File: src/rtl/pwm_timebase_pkg.sv
package pwm_timebase_pkg;
  localparam int PHASE_W = 16;
  localparam int RESN_W  = 4;

  // Phase increment per beat for a given logarithmic resolution
  function automatic logic [PHASE_W-1:0] phase_step(input logic [RESN_W-1:0] resn);
    int r;
    r = int'(resn);
    if (r > PHASE_W - 1) r = PHASE_W - 1;
    return {{(PHASE_W-1){1'b0}}, 1'b1} << (PHASE_W - 1 - r);
  endfunction
endpackage

File: src/rtl/pwm_beat_div.sv
module pwm_beat_div #(
  parameter int DIV_W = 27
) (
  input  logic             clk_i,
  input  logic             rst_ni,
  input  logic             en_i,
  input  logic [DIV_W-1:0] div_i,
  output logic             beat_o,
  output logic             div_chg_o
);
  logic [DIV_W-1:0] cnt_q;
  logic [DIV_W-1:0] div_q;
  logic             restart;

  assign div_chg_o = (div_i != div_q);
  assign restart   = !en_i || div_chg_o;
  assign beat_o    = !restart && (cnt_q == div_i);

  always_ff @(posedge clk_i or negedge rst_ni) begin
    if (!rst_ni) begin
      cnt_q <= '0;
      div_q <= '0;
    end else begin
      div_q <= div_i;
      if (restart || beat_o) cnt_q <= '0;
      else                   cnt_q <= cnt_q + 1'b1;
    end
  end


  div_bound_chk: assert property (@(posedge clk_i) disable iff (!rst_ni)
    (en_i && !div_chg_o) |-> (cnt_q <= div_i));
endmodule

File: src/rtl/pwm_phase_ctr.sv
module pwm_phase_ctr
  import pwm_timebase_pkg::*;
(
  input  logic               clk_i,
  input  logic               rst_ni,
  input  logic               en_i,
  input  logic               beat_i,
  input  logic               hold_i,
  input  logic [RESN_W-1:0]  resn_i,
  output logic [PHASE_W-1:0] phase_o,
  output logic               start_o
);
  logic [PHASE_W-1:0] phase_q;
  logic [PHASE_W-1:0] phase_nxt;
  logic [PHASE_W-1:0] step;
  logic               wrap;
  logic               armed_q;
  logic               start_q;

  assign step      = phase_step(resn_i);
  assign phase_nxt = phase_q + step;
  assign wrap      = (phase_nxt == '0);

  always_ff @(posedge clk_i or negedge rst_ni) begin
    if (!rst_ni) begin
      phase_q <= '0;
      armed_q <= 1'b1;
      start_q <= 1'b0;
    end else if (!en_i) begin
      phase_q <= '0;
      armed_q <= 1'b1;
      start_q <= 1'b0;
    end else begin
      start_q <= beat_i && (armed_q || wrap);
      if (beat_i) begin
        phase_q <= phase_nxt;
        armed_q <= 1'b0;
      end
    end
  end

  assign phase_o = phase_q;
  assign start_o = start_q;


  off_clear_chk: assert property (@(posedge clk_i) disable iff (!rst_ni)
    !en_i |=> (phase_q == '0 && !start_q));

  start_pos_chk: assert property (@(posedge clk_i) disable iff (!rst_ni)
    start_q |-> (phase_q == '0 || phase_q == step));

  chg_hold_chk: assert property (@(posedge clk_i) disable iff (!rst_ni)
    (en_i && hold_i) |=> $stable(phase_q));

  idle_hold_chk: assert property (@(posedge clk_i) disable iff (!rst_ni)
    (en_i && !beat_i) |=> $stable(phase_q));
endmodule

File: src/rtl/pwm_timebase.sv
module pwm_timebase
  import pwm_timebase_pkg::*;
#(
  parameter int DIV_W = 27
) (
  input  logic               clk_i,
  input  logic               rst_ni,
  input  logic               cnt_en_i,
  input  logic [DIV_W-1:0]   div_i,
  input  logic [RESN_W-1:0]  resn_i,
  output logic [PHASE_W-1:0] phase_o,
  output logic               cycle_start_o
);
  logic beat;
  logic div_chg;

  pwm_beat_div #(.DIV_W(DIV_W)) u_div (
    .clk_i     (clk_i),
    .rst_ni    (rst_ni),
    .en_i      (cnt_en_i),
    .div_i     (div_i),
    .beat_o    (beat),
    .div_chg_o (div_chg)
  );

  pwm_phase_ctr u_phase (
    .clk_i   (clk_i),
    .rst_ni  (rst_ni),
    .en_i    (cnt_en_i),
    .beat_i  (beat),
    .hold_i  (div_chg),
    .resn_i  (resn_i),
    .phase_o (phase_o),
    .start_o (cycle_start_o)
  );


  start_needs_en_chk: assert property (@(posedge clk_i) disable iff (!rst_ni)
    cycle_start_o |-> $past(cnt_en_i));
endmodule

File: config.mk
export PLATFORM = sky130hd
export DESIGN_NAME = pwm_timebase
export DESIGN_NICKNAME = d
export VERILOG_FILES = /design/src/rtl/pwm_timebase_pkg.sv /design/src/rtl/pwm_beat_div.sv /design/src/rtl/pwm_phase_ctr.sv /design/src/rtl/pwm_timebase.sv
export SDC_FILE = /design/constraint.sdc
export NUM_CORES = 1
export LEC_CHECK = 0
export BUFFER_PORTS_ARGS = -buffer_cell sky130_fd_sc_hd__buf_4
export CORE_UTILIZATION = 55
export CTS_CLUSTER_SIZE = 12
export DETAILED_ROUTE_END_ITERATION = 12
export PLACE_DENSITY = 0.74
export SYNTH_ARGS = -nofsm -noshare
export SYNTH_HDL_FRONTEND = slang
export SYNTH_HIERARCHICAL = 1
export SYNTH_SLANG_ARGS = --single-unit
File: constraint.sdc
create_clock -name clk_i -period 4.2 [get_ports clk_i]
set_input_delay 0.21 -clock clk_i [delete_from_list [all_inputs] [get_ports clk_i]]
set_output_delay 0.21 -clock clk_i [all_outputs]
set_load 0.005 [all_outputs]
* After elaboration in Yosys (flattened, before gate mapping)
Cells that the tools add are included.
** Word-level totals
- Output and inout bits :: 17
- Flip-flop bits (word level) :: 72
- Word-level logic and storage cells :: 26
** Cells by class
- Multiplexer cells :: 6
- Reductions and logical operators :: 8
- Eq/ne operators :: 3
- Add/sub/neg operators :: 3
- Shift-type cells :: 1
** Operators with widths (number)
- 16-bit two-way mux :: 2
- 1-bit by 32-bit left shift with 16-bit output (first input constant) :: 1
- 27-bit by 1-bit adder with 27-bit output (second input constant) :: 1
- 27-bit equality test :: 1
- 27-bit two-way mux :: 1
- 27-bit != test :: 1
- 16-bit adder :: 1
- 16-bit logical NOT :: 1
- 4-bit by 4-bit subtractor with 5-bit output (first input constant) :: 1
- 1-bit logical OR :: 3
- 1-bit two-way mux :: 3
- 1-bit logical AND :: 2
- 1-bit logical NOT :: 2
- 2-bit by 1-bit != test with 1-bit output (second input constant) :: 1

* Depth between registers and ports, before layout
Gate-level depths: netlist (run 1).
- Word-level depth :: 7
- Mapped depth :: 12
- Gate-level depth less buffers :: 12

* Cells and area by module
The synthesis (run 1) kept the hierarchy.
** Modules (own cells, without submodules)
- pwm_beat_div :: sequential area each 1351.3 um2, instances 1, cells an instance 229, area each 2650.0 um2
- pwm_phase_ctr :: sequential area each 451.7 um2, instances 1, cells an instance 216, area each 1820.5 um2

* Worst setup path after synthesis (run 1)
Ideal clock, no wire load.
- Path type :: register to register
- Start point :: reg u_div.cnt_q[14]
- End point :: reg u_phase.start_q, in the netlist u_phase/start_o
- Cell stages (with the launch flop) :: 13
- Setup slack :: 1.054 ns
- Arrival time :: 3.054 ns
- Period minus slack after synthesis :: 3.146 ns
- Data required time :: 4.108 ns
- Cells stage by stage :: dfrtp_1 > xor2_1 > nor4_1 > nand4_1 > nor4_4 > nor2b_1 > nand2_1 > nor4_1 > o2111ai_1 > a2111oi_4 > o2111a_1 > nand4_1 > o31ai_2
** Between the ends
- Longest elaborated chain between the ends :: 4
** Ends and longest elaborated chain
- start: declaration :: line pwm_beat_div.sv:11 : logic [DIV_W-1:0] cnt_q;
- start signal: assignment :: line pwm_beat_div.sv:26 : else cnt_q <= cnt_q + 1'b1;
- 27-bit equality test :: line pwm_beat_div.sv:17 : assign beat_o = !restart && (cnt_q == div_i);
- 1-bit logical AND :: line pwm_beat_div.sv:17
- net beat :: line pwm_timebase.sv:14 : logic beat;
- 1-bit logical AND :: line pwm_phase_ctr.sv:34 : start_q <= beat_i && (armed_q || wrap);
- 1-bit two-way mux :: line pwm_phase_ctr.sv:29 : end else if (!en_i) begin
- end signal: assignment :: line pwm_phase_ctr.sv:34
- end: declaration :: line pwm_phase_ctr.sv:18 : logic start_q;
The timed path passes the listed nets, and every way through them passes these cells.
A chain may end at the register's enable or synchronous reset.

* Final worst setup path (run 1)
- Start point :: in div_i[7]
- End point :: reg u_phase.start_q, in the netlist u_phase/start_o
** Between the ends
- Longest elaborated chain between the ends :: 6
- Elaborated cells between the ends (all ways) :: 7
- Those cells by class :: eq/ne: 2; mux: 1; reduce/logical: 4
** Ends and longest elaborated chain
- start: declaration :: line pwm_timebase.sv:9 : input logic [DIV_W-1:0] div_i,
- 27-bit != test :: line pwm_beat_div.sv:15 : assign div_chg_o = (div_i != div_q);
- 1-bit logical OR :: line pwm_beat_div.sv:16 : assign restart = !en_i || div_chg_o;
- 1-bit logical NOT :: line pwm_beat_div.sv:17
- 1-bit logical AND * :: line pwm_beat_div.sv:17
- net beat :: line pwm_timebase.sv:14
- 1-bit logical AND * :: line pwm_phase_ctr.sv:34
- 1-bit two-way mux * :: line pwm_phase_ctr.sv:29
The timed path passes the listed nets; every way through them passes the cells marked *.

==> summary.md, run 1 <==
| Metric | Value |
|---|---|
| Post-synthesis to final-layout area growth | `18.8%` |
| Type of element capturing the critical path | `register` |
| Hold Slack | `-14.5 ps` |
| Post-synthesis net count | `approximately 500` |
| Diodes inserted | `0` |
| Floorplan Core Area | `7810 um2` |
| Failing checks | `hold timing` |
| Post-layout util | `0.679` |
| DRC marker count from the first detailed-route iteration | `235` |
| Largest net degree at the start of global routing | `73` |
| Worst skew pair latency | `350 ps` |
| Hold Path Class | `in2async` |
| Aggregate routed wire length | `10400 um` |
| Final net count | `about 570` |
| Vias in the first global route | `3602` |
| Total negative slack for setup checks | `0 ps` |
| Routing usage on met3 | `0.0481` |
| Routability Congestion | `~0.9` |
| Power density over the cells | `266 nW/um2` |
| Root buffer cell | `sky130_fd_sc_hd__clkbuf_8` |
| Final number of hold-violating endpoints | `8` |
| Dominant cell type by count on the critical path | `sky130_fd_sc_hd__nand4_1` |
| Avg Vias per Cell | `5.73` |
| Die width | `92.1 um` |
| Buffer count from post-CTS setup fixing | `0` |
| Setup-failing EPs final | `0` |
| Mean Syn Cell Area | `10.1 um2` |
| Worst ir drop on vdd | `234 uV` |
| Number of antenna violations at the first check in global routing | `0` |
| DR vias | `roughly 3600` |
| Category of the most critical setup path | `in2reg` |
| Most utilized layer in the global route result | `met2` |
| Layout Skew | `13.2 ps` |
| Highest net fanout along the worst path | `3` |
| Die H | `92.1 um` |
| Crit path launch type | `primary input` |
| Count of standard-cell rows | `32` |
| First-pass detailed-route iteration total | `4` |
| Starting utilization of the core area | `0.572` |
| Remaining global-route overflow | `0` |
| Layout cells sized above 1 | `0.170` |
| Critical Path AT | `~3400 ps` |
| CP max stage delay | `540 ps` |
| Area enclosed by the die boundary | `8480 um2` |
| Pin slew with the least headroom to its limit | `1240 ps` |
| Reg2Reg Setup Slack | `approximately 1200 ps` |
| Count of mapped cells out of synthesis | `444` |
| Max cap viols | `0` |
| Synth Cell Area | `4470 um2` |
| Maximum level of the CTS H-tree | `3` |
| Ratio of final minimum period to clock period | `0.745` |
| First-pass GRT wire length | `17500 um` |
| Required arrival time at the worst endpoint | `4470 ps` |
| Detail-routed net length per standard cell | `16.7 um` |
| Clk sinks | `72` |
| Number of buffers added on ports | `50` |
| Slowest cell on the critical path | `sky130_fd_sc_hd__dlygate4sd3_1` |
| HPWL after detailed placement | `around 7300 um` |
| GR met2 Demand/Resource | `0.440` |
| Crit path cell chain | `dlygate4sd3_1, buf_4, xnor2_1, nand4_1, nor4_2, nand4_4, nor2b_1, nand2_1, nor4_1, o2111ai_1, a2111oi_4, o2111a_1, nand4_1, o31ai_2` |
| P_leak | `2.28 nW` |
| Result of the run | `complete, but fails checks` |
| Antenna-violating nets left | `0` |
| Maximum clock frequency | `0.320 GHz` |
| Max Slew Vio Count | `0` |
| Clock Pin Slew Worst Setup and Hold Paths | `~90 ps` |
| Number of ports placed on the die boundary | `51` |
| Inserted Clock Buffers | `9` |
| TritonCTS clock tree | `built` |
| Grt met1 use | `0.340` |
| Remaining DRCs | `0` |
| Warnings from Yosys | `6` |
| RSZ-0062 raised after global routing | `false` |
| Time the worst path needs with I/O delays and setup | `3130 ps` |
| Slew Limit Headroom | `0.167` |
| GRT Util Overall | `0.266` |
| Number of buffers between clock root and the deepest sink | `2` |
==> where the power goes <==
group,internal [mW],switching (mW)
combinational,0.0708,0.0753
clock,0.277,0.274
sequential,0.706,0.00635
==> layout by cell type (no fill, tap or decap), types with 3 or more instances in the layout <==
cell	count
sky130_fd_sc_hd__nor3_1	38
sky130_fd_sc_hd__ha_1	16
sky130_fd_sc_hd__buf_4	53
sky130_fd_sc_hd__a21o_1	3
sky130_fd_sc_hd__a21oi_1	14
sky130_fd_sc_hd__dlygate4sd3_1	25
sky130_fd_sc_hd__nand4_1	20
sky130_fd_sc_hd__nor2_1	30
sky130_fd_sc_hd__nor3_2	4
sky130_fd_sc_hd__nand2b_1	4
sky130_fd_sc_hd__inv_1	7
sky130_fd_sc_hd__and3_1	7
sky130_fd_sc_hd__nor3b_1	6
sky130_fd_sc_hd__nand3_1	21
sky130_fd_sc_hd__nor4_1	6
sky130_fd_sc_hd__mux2i_1	5
sky130_fd_sc_hd__o21a_1	15
sky130_fd_sc_hd__xor2_1	42
sky130_fd_sc_hd__o21ai_0	5
sky130_fd_sc_hd__xnor2_1	46
sky130_fd_sc_hd__clkbuf_8	9
sky130_fd_sc_hd__dfrtp_1	71
sky130_fd_sc_hd__o2111ai_1	3
sky130_fd_sc_hd__nand2_1	17
sky130_fd_sc_hd__nor2b_1	13
==> layout make-up <==
type / count / area [um2]
Multi-Input combinational cell: 349 / 2500
Fill cell: 591 / 2500
Sequential cell: 72 / 1800
Timing Repair Buffer: 78 / 648
Clock buffer: 10 / 128
Tap cell: 102 / 128
Clock inverter: 6 / 67.6
Inverter: 7 / 26.3
==> stage by stage <==
stage | std cells | setup WS [ps] | total power [mW] | instance area (um2)
2_1_floorplan | 444 | 1050 | 0.785 | 4470
3_3_place_gp | 583 | 1250 | 0.851 | 4860
3_5_place_dp | 583 | 1170 | 0.853 | 4860
4_1_cts | 624 | 1090 | 1.42 | 5300
5_1_grt | 624 | 725 | 1.47 | 5300
6_report | 624 | 1070 | 1.41 | 5300
==> timing repair <==
item | CTS | global route
resized for setup | 0 | 0
hold buffers | 25 | 0
hold endpoints to repair | 25 | 0
==> metal layers <==
layer	up-vias	share of wire
met5	-	0
met1	1707	0.43
met3	33	0.039
met4	0	0.031
met2	111	0.50
li1	1726	-
==> worst max-delay path, delay by kind of cell <==
kind	cells	cell delay (ps)
and+or+nand+nor	7	1310
AOI/OAI and AO/OA	4	940
buffers and inverters	2	700
xor gates and xnor gates	1	230
==> sequential cells by signal (all words and copies together) (netlist names) <==
register         count
u_phase/phase_o     16
u_div/cnt_q         27
u_phase/armed_q      1
u_div/div_q         27
u_phase/start_o      1
==> final timing paths <==
kind,start,endpoint,cells after the start
min in group clk_i,div_i[5],u_div/div_q[5],1
worst min-delay path,rst_ni,u_div/cnt_q[11],1
worst min register to register,u_phase/armed_q,u_phase/armed_q,2
worst max register to register,u_div/cnt_q[16],u_phase/start_o,12
worst max-delay path,div_i[7],u_phase/start_o,14
max in group asynchronous,rst_ni,u_div/div_q[20],1
Power figures use the tool's default switching activity.
==> run 2, diff against run 1 <==
- ABC_AREA: not set -> 1
- CORE_UTILIZATION: 55 -> 54
- PLACE_DENSITY: 0.74 -> 0.75
- clock period: 4.2 -> 2.55 ns (I/O delays scaled with it)
==> run 2 against run 1 <==
The run ends with DRC left. Sequential cell count is the same. Synthesized cell count grew 63%. Final area grew 12%. Die area grew 13%. First-iteration DRC count grew 36%. Clock power grew 100%. Critical path depth shrank 1. Sequential power grew 64%. Non-clock buffer count is the same. Critical path type is now reg2reg. Largest power group unchanged.
==> summary.md, run 2 <==
| Metric | Value |
|---|---|
| Combinational power share | `0.104` |
| Layout Skew | `~14 ps` |
| Setup-failing EPs final | `0` |
| Final number of hold-violating endpoints | `0` |
| P_leak | `3.08 nW` |
| Max cap viols | `0` |
| Dominant cell type by count on the critical path | `sky130_fd_sc_hd__nand2_1` |
| Most common cell after layout, fill and taps aside | `sky130_fd_sc_hd__nand2_1` |
| Highest net fanout along the worst path | `4` |
| Area enclosed by the die boundary | `9600 um2` |
| Clock Pin Slew Worst Setup and Hold Paths | `around 80 ps` |
| Result of the run | `complete, but fails checks` |
| Number of ports placed on the die boundary | `51` |
| Die width | `about 98 um` |
| Die H | `approximately 98 um` |
| Routability Congestion | `0.997` |
| Starting utilization of the core area | `0.565` |
| Relative contribution of sequential cells to total power | `0.459` |
| Final net count | `855` |
| Hold Path Class | `in2reg` |
| Diodes inserted | `0` |
| First-pass GRT wire length | `20700 um` |
| Pin slew with the least headroom to its limit | `908 ps` |
| Cells resized by post-CTS repair | `0` |
| Crit path cell chain | `ha_1, fa_1, nand2_1, nand2_1, nand3_1, nand2_1, nand2_1, nand2_1, nor2_1, nand3_1, nor2_1, nand2_1, a21oi_2` |
| DRC marker count from the first detailed-route iteration | `320` |
| First-pass detailed-route iteration total | `9` |
| Aggregate routed wire length | `12000 um` |
| Avg Vias per Cell | `5.04` |
| Post-synthesis net count | `775` |
| Worst ir drop on vdd | `290 uV` |
| Fin area | `5950 um2` |
| Number of buffers between clock root and the deepest sink | `2` |
| Time the worst path needs with I/O delays and setup | `around 2300 ps` |
| Placed instance area | `around 5400 um2` |
| Category of the most critical setup path | `reg2reg` |
| Worst skew pair latency | `360 ps` |
| Detail-routed net length per standard cell | `13.1 um` |
| Number of antenna violations at the first check in global routing | `0` |
| Type of element capturing the critical path | `register` |
| Antenna-violating nets left | `0` |
| Max Slew Vio Count | `0` |
| Count of mapped cells out of synthesis | `between 700 and 800` |
| Inserted Clock Buffers | `9` |
| Count of standard-cell rows | `34` |
| Most frequent cells in the layout | `sky130_fd_sc_hd__nand2_1, sky130_fd_sc_hd__inv_1, sky130_fd_sc_hd__nor2_1` |
| Synth Cell Area | `4970 um2` |
| HPWL after detailed placement | `8770 um` |
| Slew Limit Headroom | `0.395` |
| CP max stage delay | `470 ps` |
| DR vias | `4625` |
| GRT Util Overall | `0.267` |
| FF-to-FF path depth | `13` |
| Failing checks | `DRC` |
| Critical Path AT | `2610 ps` |
| Maximum clock frequency | `0.427 GHz` |
| Post-synthesis to final-layout area growth | `19.6%` |
| Slowest cell on the critical path | `sky130_fd_sc_hd__fa_1` |
| RSZ-0062 raised after global routing | `false` |
| Worst Hold Depth | `2` |
| Root buffer cell | `sky130_fd_sc_hd__clkbuf_8` |
| Clk sinks | `72` |
| Number of buffers added on ports | `50` |
| Crit path launch type | `register` |
| Floorplan Core Area | `8810 um2` |
| Remaining global-route overflow | `0` |
| Remaining DRCs | `4` |
| Largest net degree at the start of global routing | `73` |
| Cell internal pwr | `1.93 mW` |
| Ratio of final minimum period to clock period | `0.918` |
| Maximum level of the CTS H-tree | `3` |
| Clock power frac | `0.436` |
| Switching power of the nets | `619 uW` |
| Total negative slack for setup checks | `0 ps` |
| Switching part of the total | `0.243` |
| Warnings from Yosys | `6` |
| Required arrival time at the worst endpoint | `2820 ps` |
| Power density over the cells | `~430 nW/um2` |
| TritonCTS clock tree | `built` |
| Layout cells sized above 1 | `0.131` |
| Mean Syn Cell Area | `between 6 and 7 um2` |
| Vias in the first global route | `4523` |
-- run 2: layer usage --
metal	GRT usage	up-vias	part of all wire
li1	-	2372	-
met1	0.380	2121	0.50
met2	0.421	119	0.45
met3	0.0480	13	0.048
met4	0.0688	0	0.0087
met5	0	-	0
-- run 2: through the flow --
stage / cells / hold slack (ps) / setup WS, ps / power [mW] / utilization
floorplan: 724 / -168 / 607 / 1.31 / -
global placement: 873 / 262 / 319 / 1.42 / 0.616
detailed placement: 873 / 267 / 274 / 1.43 / 0.616
CTS: 917 / 131 / 256 / 2.56 / 0.676
global route: 917 / 157 / 9.20 / 2.66 / 0.676
finish: 917 / 149 / 210 / 2.55 / 0.676
-- run 2: final cells by class --
type,count,area (um2)
multi-input cells,526,2670
clock buffers,9,124
repair buffers,78,656
clock inverters,7,120
fillers,763,2860
well taps,108,135
flip-flops and latches,72,1800
inverters,117,442
-- run 2: final timing paths --
check / from / end / slack, ps
max: u_phase/phase_o[0] / u_phase/start_o / 210
min: cnt_en_i / u_phase/armed_q / 150
min in group asynchronous: rst_ni / u_div/div_q[11] / 460
max reg2reg: u_phase/phase_o[0] / u_phase/start_o / 210
min reg2reg: u_div/cnt_q[0] / u_div/cnt_q[0] / 510
max in group asynchronous: rst_ni / u_phase/phase_o[9] / 1510
-- run 2: timing repair --
item | CTS | global route
hold endpoints to repair | 98 | 0
hold buffers | 28 | 0
setup buffers | 0 | 0
-- run 2: power by group through the flow --
| stage | Combinational, mW | Sequential (mW) | Clock [mW] |
|---|---|---|---|
| floorplan | 0.121 | 1.19 | 0 |
| global placement | 0.225 | 1.19 | 0 |
| detailed placement | 0.231 | 1.20 | 0 |
| CTS | 0.266 | 1.17 | 1.13 |
| global route | 0.304 | 1.18 | 1.18 |
| finish | 0.267 | 1.17 | 1.11 |
-- run 2: worst max-delay path: cells and delay by family, from the launching register on --
family | cells | cell delay [ps]
AND/OR/NAND/NOR | 10 | 1000
AO/OA/AOI/OAI | 1 | 100
adder cells (fa/ha/maj) | 2 | 740
flip-flops | 1 | 410
